File: src/rtl/lic_pkg.sv
package lic_pkg;
  localparam int A_DATA = 'h00;
  localparam int A_DEN  = 'h04;
  localparam int A_POL  = 'h14;
  localparam int A_IE   = 'h18;
  localparam int A_RAW  = 'h1C;
  localparam int A_MSK  = 'h20;
  localparam int A_CLR  = 'h24;
  localparam int A_TRG  = 'h28;
  localparam int A_CTL  = 'h40;
endpackage

File: src/rtl/lic_sync.sv
module lic_sync #(
  parameter int W = 16
) (
  input  logic         clk,
  input  logic         rst,
  input  logic [W-1:0] d,
  output logic [W-1:0] q
);
  logic [W-1:0] s1;

  always_ff @(posedge clk) begin
    if (rst) begin
      s1 <= '0;
      q  <= '0;
    end else begin
      s1 <= d;
      q  <= s1;
    end
  end
endmodule

File: src/rtl/lic_tick.sv
module lic_tick #(
  parameter int DIV = 50000
) (
  input  logic clk,
  input  logic rst,
  output logic tick
);
  localparam int CW = (DIV > 1) ? $clog2(DIV) : 1;
  logic [CW-1:0] cnt;

  always_ff @(posedge clk) begin
    if (rst) begin
      cnt  <= '0;
      tick <= 1'b0;
    end else if (cnt == CW'(DIV - 1)) begin
      cnt  <= '0;
      tick <= 1'b1;
    end else begin
      cnt  <= cnt + 1'b1;
      tick <= 1'b0;
    end
  end
endmodule

File: src/rtl/lic_dbnc.sv
module lic_dbnc #(
  parameter int DW = 12
) (
  input  logic          clk,
  input  logic          rst,
  input  logic          arm,
  input  logic          tick,
  input  logic          din,
  input  logic [DW-1:0] limit,
  output logic          filt
);
  logic [DW-1:0] cnt;

  always_ff @(posedge clk) begin
    if (rst) begin
      filt <= 1'b0;
      cnt  <= '0;
    end else if (arm) begin
      if (din == filt) begin
        cnt <= '0;
      end else if (limit == '0) begin
        filt <= din;
        cnt  <= '0;
      end else if (tick) begin
        if (DW'(cnt + 1'b1) >= limit) begin
          filt <= din;
          cnt  <= '0;
        end else begin
          cnt <= cnt + 1'b1;
        end
      end
    end
  end

  // a filtered level moves only on a tick, or when the debounce time is zero
  a_r4_accept_on_tick: assert property (@(posedge clk) disable iff (rst)
    !$stable(filt) |-> ($past(tick) || ($past(limit) == '0)));

  // an idle filter holds 0
  a_r5_idle_low: assert property (@(posedge clk) disable iff (rst)
    !arm |-> !filt);
endmodule

File: src/rtl/lvl_irq_ctrl.sv
module lvl_irq_ctrl #(
  parameter int N        = 16,
  parameter int ADDR_W   = 8,
  parameter int DATA_W   = 32,
  parameter int DW       = 12,
  parameter int TICK_DIV = 50000
) (
  input  logic              clk,
  input  logic              rst,
  input  logic [N-1:0]      pin_in,
  input  logic [ADDR_W-1:0] bus_addr,
  input  logic              bus_we,
  input  logic [DATA_W-1:0] bus_wdata,
  output logic [DATA_W-1:0] bus_rdata,
  output logic              irq_out
);
  import lic_pkg::*;

  localparam int IDXW    = (N > 1) ? $clog2(N) : 1;
  localparam int CTL_END = A_CTL + 4 * N;

  logic [N-1:0] den_q, pol_q, ie_q, raw_q, armed_q, trg_q;
  logic [DW-1:0] ctl_q [N];
  logic [N-1:0] sync_v, filt_v, active_v, clr_mask;
  logic tick;

  logic [ADDR_W-1:0] ctl_off;
  logic              ctl_hit;
  logic [IDXW-1:0]   ctl_idx;
  logic [DATA_W-1:0] rd_next;

  lic_sync #(.W(N)) u_sync (.clk(clk), .rst(rst), .d(pin_in), .q(sync_v));
  lic_tick #(.DIV(TICK_DIV)) u_tick (.clk(clk), .rst(rst), .tick(tick));

  for (genvar g = 0; g < N; g++) begin : g_flt
    lic_dbnc #(.DW(DW)) u_dbnc (
      .clk(clk), .rst(rst), .arm(armed_q[g]), .tick(tick),
      .din(sync_v[g]), .limit(ctl_q[g]), .filt(filt_v[g])
    );
  end

  // address decode of the per-input control words
  always_comb begin
    ctl_off = bus_addr - ADDR_W'(A_CTL);
    ctl_hit = (int'(bus_addr) >= A_CTL) && (int'(bus_addr) < CTL_END) &&
              (ctl_off[1:0] == 2'b00);
    ctl_idx = ctl_off[IDXW+1:2];
  end

  assign active_v = armed_q & ~(filt_v ^ pol_q);
  assign clr_mask = (bus_we && int'(bus_addr) == A_CLR) ? bus_wdata[N-1:0] : '0;

  // configuration writes
  always_ff @(posedge clk) begin
    if (rst) begin
      den_q <= '0;
      pol_q <= '0;
      ie_q  <= '0;
      trg_q <= '0;
    end else begin
      trg_q <= '0;
      if (bus_we) begin
        case (int'(bus_addr))
          A_DEN:   den_q <= bus_wdata[N-1:0];
          A_POL:   pol_q <= bus_wdata[N-1:0];
          A_IE:    ie_q  <= bus_wdata[N-1:0];
          A_TRG:   trg_q <= bus_wdata[N-1:0];
          default: ;
        endcase
      end
    end
  end

  always_ff @(posedge clk) begin
    if (rst) begin
      for (int i = 0; i < N; i++) ctl_q[i] <= '0;
    end else if (bus_we && ctl_hit) begin
      ctl_q[ctl_idx] <= bus_wdata[DW-1:0];
    end
  end

  // arming, sticky status and interrupt
  always_ff @(posedge clk) begin
    if (rst) begin
      armed_q <= '0;
      raw_q   <= '0;
      irq_out <= 1'b0;
    end else begin
      armed_q <= armed_q | trg_q;
      raw_q   <= (raw_q | active_v) & ~clr_mask;
      irq_out <= |(raw_q & ie_q);
    end
  end

  // registered read port
  always_comb begin
    rd_next = '0;
    case (int'(bus_addr))
      A_DATA: rd_next[N-1:0] = filt_v & den_q;
      A_DEN:  rd_next[N-1:0] = den_q;
      A_POL:  rd_next[N-1:0] = pol_q;
      A_IE:   rd_next[N-1:0] = ie_q;
      A_RAW:  rd_next[N-1:0] = raw_q;
      A_MSK:  rd_next[N-1:0] = raw_q & ie_q;
      default: if (ctl_hit) rd_next[DW-1:0] = ctl_q[ctl_idx];
    endcase
  end

  always_ff @(posedge clk) begin
    if (rst) bus_rdata <= '0;
    else     bus_rdata <= rd_next;
  end

  // a cleared bit is low right after the clear edge
  a_r7_clear_wins: assert property (@(posedge clk) disable iff (rst)
    (|clr_mask) |=> ((raw_q & $past(clr_mask)) == '0));

  // a set bit stays set unless it was cleared
  a_r7_sticky: assert property (@(posedge clk) disable iff (rst)
    (|raw_q) |=> (((($past(raw_q) & ~$past(clr_mask))) & ~raw_q) == '0));

  // status only for armed inputs
  a_r5_unarmed_quiet: assert property (@(posedge clk) disable iff (rst)
    ((raw_q & ~armed_q) == '0));

  // an interrupt needs some enable bit in the cycle before
  a_r9_irq_needs_enable: assert property (@(posedge clk) disable iff (rst)
    irq_out |-> (|$past(ie_q)));
endmodule

File: config.mk
export PLATFORM = sky130hd
export DESIGN_NAME = lvl_irq_ctrl
export DESIGN_NICKNAME = d
export VERILOG_FILES = /design/src/rtl/lic_pkg.sv /design/src/rtl/lic_sync.sv /design/src/rtl/lic_tick.sv /design/src/rtl/lic_dbnc.sv /design/src/rtl/lvl_irq_ctrl.sv
export SDC_FILE = /design/constraint.sdc
export NUM_CORES = 1
export LEC_CHECK = 0
export BUFFER_PORTS_ARGS = -buffer_cell sky130_fd_sc_hd__buf_2
export CORE_MARGIN = 2
export CORE_UTILIZATION = 55
export CTS_BUF_LIST = sky130_fd_sc_hd__clkbuf_4
export CTS_CLUSTER_DIAMETER = 50
export CTS_CLUSTER_SIZE = 20
export DETAILED_ROUTE_END_ITERATION = 7
export PLACE_DENSITY = 0.69
export REMOVE_ABC_BUFFERS = 1
export SYNTH_ARGS = -nofsm -noshare
export SYNTH_HDL_FRONTEND = slang
export SYNTH_HIERARCHICAL = 1
export SYNTH_SLANG_ARGS = --single-unit
File: constraint.sdc
create_clock -name clk -period 6.9 [get_ports clk]
set_input_delay 0.69 -clock clk [delete_from_list [all_inputs] [get_ports clk]]
set_output_delay 0.69 -clock clk [all_outputs]
set_load 0.02 [all_outputs]
==> results.sh <==
export IMPL_status="complete, no violations"
export IMPL_firstDrtPassIters=8
export IMPL_critical_path_top_delay_family="simple AND/OR/NAND/NOR gates"
export IMPL_wl_per_cell_um=19.4
export IMPL_grt_pass1_vias=24634
export IMPL_synth_compound_area_share_pct=15.4
export IMPL_ant_nets=0
export IMPL_ios=92
export IMPL_dp_cells=4352
export IMPL_powerDensity_nw_per_um2=180
export IMPL_avgSynthCellArea_sq_um=9.16
export IMPL_final_period_utilization_pct=50.6
export IMPL_hold_class="input pin to flip-flop"
export IMPL_yosys_warnings=6
export IMPL_synth_edf_count=192
export IMPL_drc=0
export IMPL_die_width_um=252
export IMPL_clockBufferDepth=3
export IMPL_path_class="flip-flop to flip-flop"
export IMPL_grt_pass1_wl_um=137000
export IMPL_io_buffer_count=59
export IMPL_clk_root_buffer_cell="clkbuf_4"
export IMPL_ys_top_cells_by_area="dfxtp_1, edfxtp_1, ha_1, nand2_1, xnor2_1"
export IMPL_antenna_found_initial=11
export IMPL_min_period_ns=3.49
export IMPL_worst_pin_slew_ns=1.20
export IMPL_cts_sinks=562
export IMPL_worstSetupEndpointType="flip-flop"
export IMPL_grt_max_degree=95
export IMPL_die_area_sq_um=63500
export IMPL_synthesis_area_sq_um=33800
export IMPL_gp_congestion=0.888
export IMPL_cp_data_required_time_ns=7.66
export IMPL_leakage_nw=13.9
export IMPL_yosys_register_bits=562
export IMPL_cp_arrival_ns=4.25
export IMPL_clk_pin_slew_ns=0.15
export IMPL_cp_slowest_cell="nand4_1"
export IMPL_nFillCells=5379
export IMPL_synth_ff_type="dfxtp_1"
export IMPL_drive_gt1_share_pct=9.56
export IMPL_multi_input_area_sq_um=18600
export IMPL_synth_seq_area_share_pct=39.0
export IMPL_numCtsBuffers=72
export IMPL_crit_top_cell="ha_1"
export IMPL_h_tree_depth=3
export IMPL_drt_total_wl_um=87600
export IMPL_finalSetupViolCount=0
export IMPL_synthArstFlopShare_pct=0
export IMPL_cts_setup_buffers=0
export IMPL_synth_top_family_by_area="simple AND/OR/NAND/NOR gates"
export IMPL_drv_slew=0
export IMPL_fmax_ghz=0.286
export IMPL_cts_tree="yes"
export IMPL_stdcell_count=4512
export IMPL_startpoint_type="flip-flop"
export IMPL_core_sq_um=60600
export IMPL_finalSetupTns_ns=0
export IMPL_viasPerCell=5.94
export IMPL_cap_violations=0
export IMPL_nets=3932
export IMPL_drt_iter0_drc=2466
export IMPL_syn_to_final_growth_pct=5.60
export IMPL_grt_overflow=0
export IMPL_vias=26809
export IMPL_rows=90
export IMPL_seqCellArea_sq_um=13200
export IMPL_hold_viol=0
export IMPL_yosys_area_top_type="dfxtp_1"
export IMPL_grt_total_usage_pct=27.3
export IMPL_die_h_um=252
export IMPL_synthXorXnorAreaFrac_pct=5.34
export IMPL_hpwl_um=60500
export IMPL_peakVddDrop_mv=0.149
export IMPL_slowest_delay_ns=0.52
export IMPL_synth_cells=3689
export IMPL_synthAdderAreaFrac_pct=7.74
export IMPL_synth_top_area_share_pct=21.9
export IMPL_start_util_pct=55.8
export IMPL_crit_fanout=11
export IMPL_maxSlewHeadroom_pct=19.5
export IMPL_synth_cell_types=67
export IMPL_path_cells="ha_1 > and3_1 > nand3_1 > nor2_1 > xnor2_1 > inv_1 > ha_1 > a21o_1 > a21oi_1 > o211a_1 > nand4_1 > o211ai_1"
export IMPL_insertion_delay_ns=0.91
export IMPL_rsz0062_at_grt="false"
export IMPL_crit_buf_inv=1
export IMPL_synthSimpleGateAreaFrac_pct=21.8
export IMPL_finClkSkew_ns=0.0688
export IMPL_synthMuxAreaShare_pct=4.53
export IMPL_r2r_setup_slack_ns=3.41
[metal layers]
metal | vias up | GRT usage, % | part of all wire, %
li1 | 13157 | - | -
met1 | 12651 | 38.4 | 44
met4 | 6 | 8.52 | 2.9
met5 | - | 0 | 0.038
met2 | 829 | 42.0 | 45
met3 | 166 | 5.66 | 8.1
[where the power goes]
part / internal [W] / switching (W)
clock network: 0.000973 / 0.00145
logic: 0.000142 / 0.000291
registers: 0.00349 / 0.0000804
total: 0.00461 / 0.00182
[flip-flops by register name (all words and copies together) (netlist names)]
register and count:
ie_q 16, pol_q 16, trg_q 16, den_q 16
bus_rdata 16, g_flt.u_dbnc/filt 16, armed_q 16, g_flt.u_dbnc/cnt 192
raw_q 16, u_tick/tick 1, irq_out 1, ctl_q 192
u_sync/q 16, u_sync/s1 16, u_tick/cnt 16
[synthesized netlist by cell type (81+ instances only)]
master	n
a21oi_1	96
and2_1	236
clkbuf_1	124
dfxtp_1	370
edfxtp_1	192
ha_1	209
inv_1	275
mux2i_1	81
nand2_1	443
nand3_1	100
nor2_1	202
o211ai_1	128
xnor2_1	173
[worst paths after layout]
| check | depth (start not counted) | to | from |
|---|---|---|---|
| max | 12 | g_flt[2].u_dbnc/cnt[4]$_SDFFE_PP0P_ | g_flt[2].u_dbnc/cnt[0]$_SDFFE_PP0P_ |
| min | 2 | u_tick/cnt[2]$_SDFF_PP0_ | rst |
| max reg2reg | 12 | g_flt[2].u_dbnc/cnt[4]$_SDFFE_PP0P_ | g_flt[2].u_dbnc/cnt[0]$_SDFFE_PP0P_ |
| min reg2reg | 2 | armed_q[7]$_SDFF_PP0_ | trg_q[7]$_SDFF_PP0_ |
[repair_timing]
item | CTS | global route
resized for setup | 0 | 0
hold buffers | 20 | 0
endpoints found under the hold margin | 20 | 0
[layout make-up]
cell class                 count  area share (%)
clock inverter                55            1.92
timing repair buffer          89            1.68
tap                          782            2.74
clock buffer                  78            1.64
multi-input combinational   2664            52.2
antenna                        7          0.0491
inverter                     275            2.89
sequential                   562            36.9
[through the flow]
stage	power, W	worst slack [ns]	hold slack (ns)	util [%]	cell area, sq um
final	0.00643	3.41	0.204	58.9	35700
after global routing	0.00665	3.08	0.172	58.9	35700
after CTS	0.00647	3.47	0.156	58.9	35700
after detailed placement	0.00406	3.30	0.420	56.5	34200
after global placement	0.00405	3.33	0.413	56.5	34200
after floorplan	0.00383	4.06	0.411	-	32800
[kinds of logic (layout without fill, tap and decap cells)]
| group | Yosys count | count (layout) |
|---|---|---|
| buf+inv | 478 | 497 |
| xor+xnor | 206 | 206 |
| compound gates | 702 | 702 |
| fa+ha+maj | 209 | 209 |
| other cells | 1 | 23 |
| flops | 562 | 562 |
| simple gates | 1410 | 1410 |
| mux | 121 | 121 |
[placed cells by master (no fill, tap or decap), types with 24 or more instances in the layout]
cell | netlist | final
nand2_1 | 443 | 443
dfxtp_1 | 370 | 369
inv_1 | 275 | 275
and2_1 | 236 | 236
ha_1 | 209 | 209
nor2_1 | 202 | 202
edfxtp_1 | 192 | 192
xnor2_1 | 173 | 173
o211ai_1 | 128 | 128
nand3_1 | 100 | 100
a21oi_1 | 96 | 96
mux2i_1 | 81 | 81
o2111ai_1 | 80 | 80
o21ai_1 | 80 | 80
clkbuf_4 | 0 | 78
nor4_1 | 73 | 71
nand2b_1 | 67 | 67
buf_2 | 34 | 56
and3_1 | 51 | 51
nand4_1 | 41 | 41
nor2b_1 | 37 | 37
a22oi_1 | 35 | 35
or2_2 | 34 | 34
xor2_1 | 33 | 33
a21o_1 | 32 | 32
o211a_1 | 32 | 32
o21a_1 | 32 | 32
a31oi_1 | 30 | 30
nor3_1 | 25 | 25
mux4_2 | 24 | 24
No activity file was read; power rests on OpenSTA's default activity.
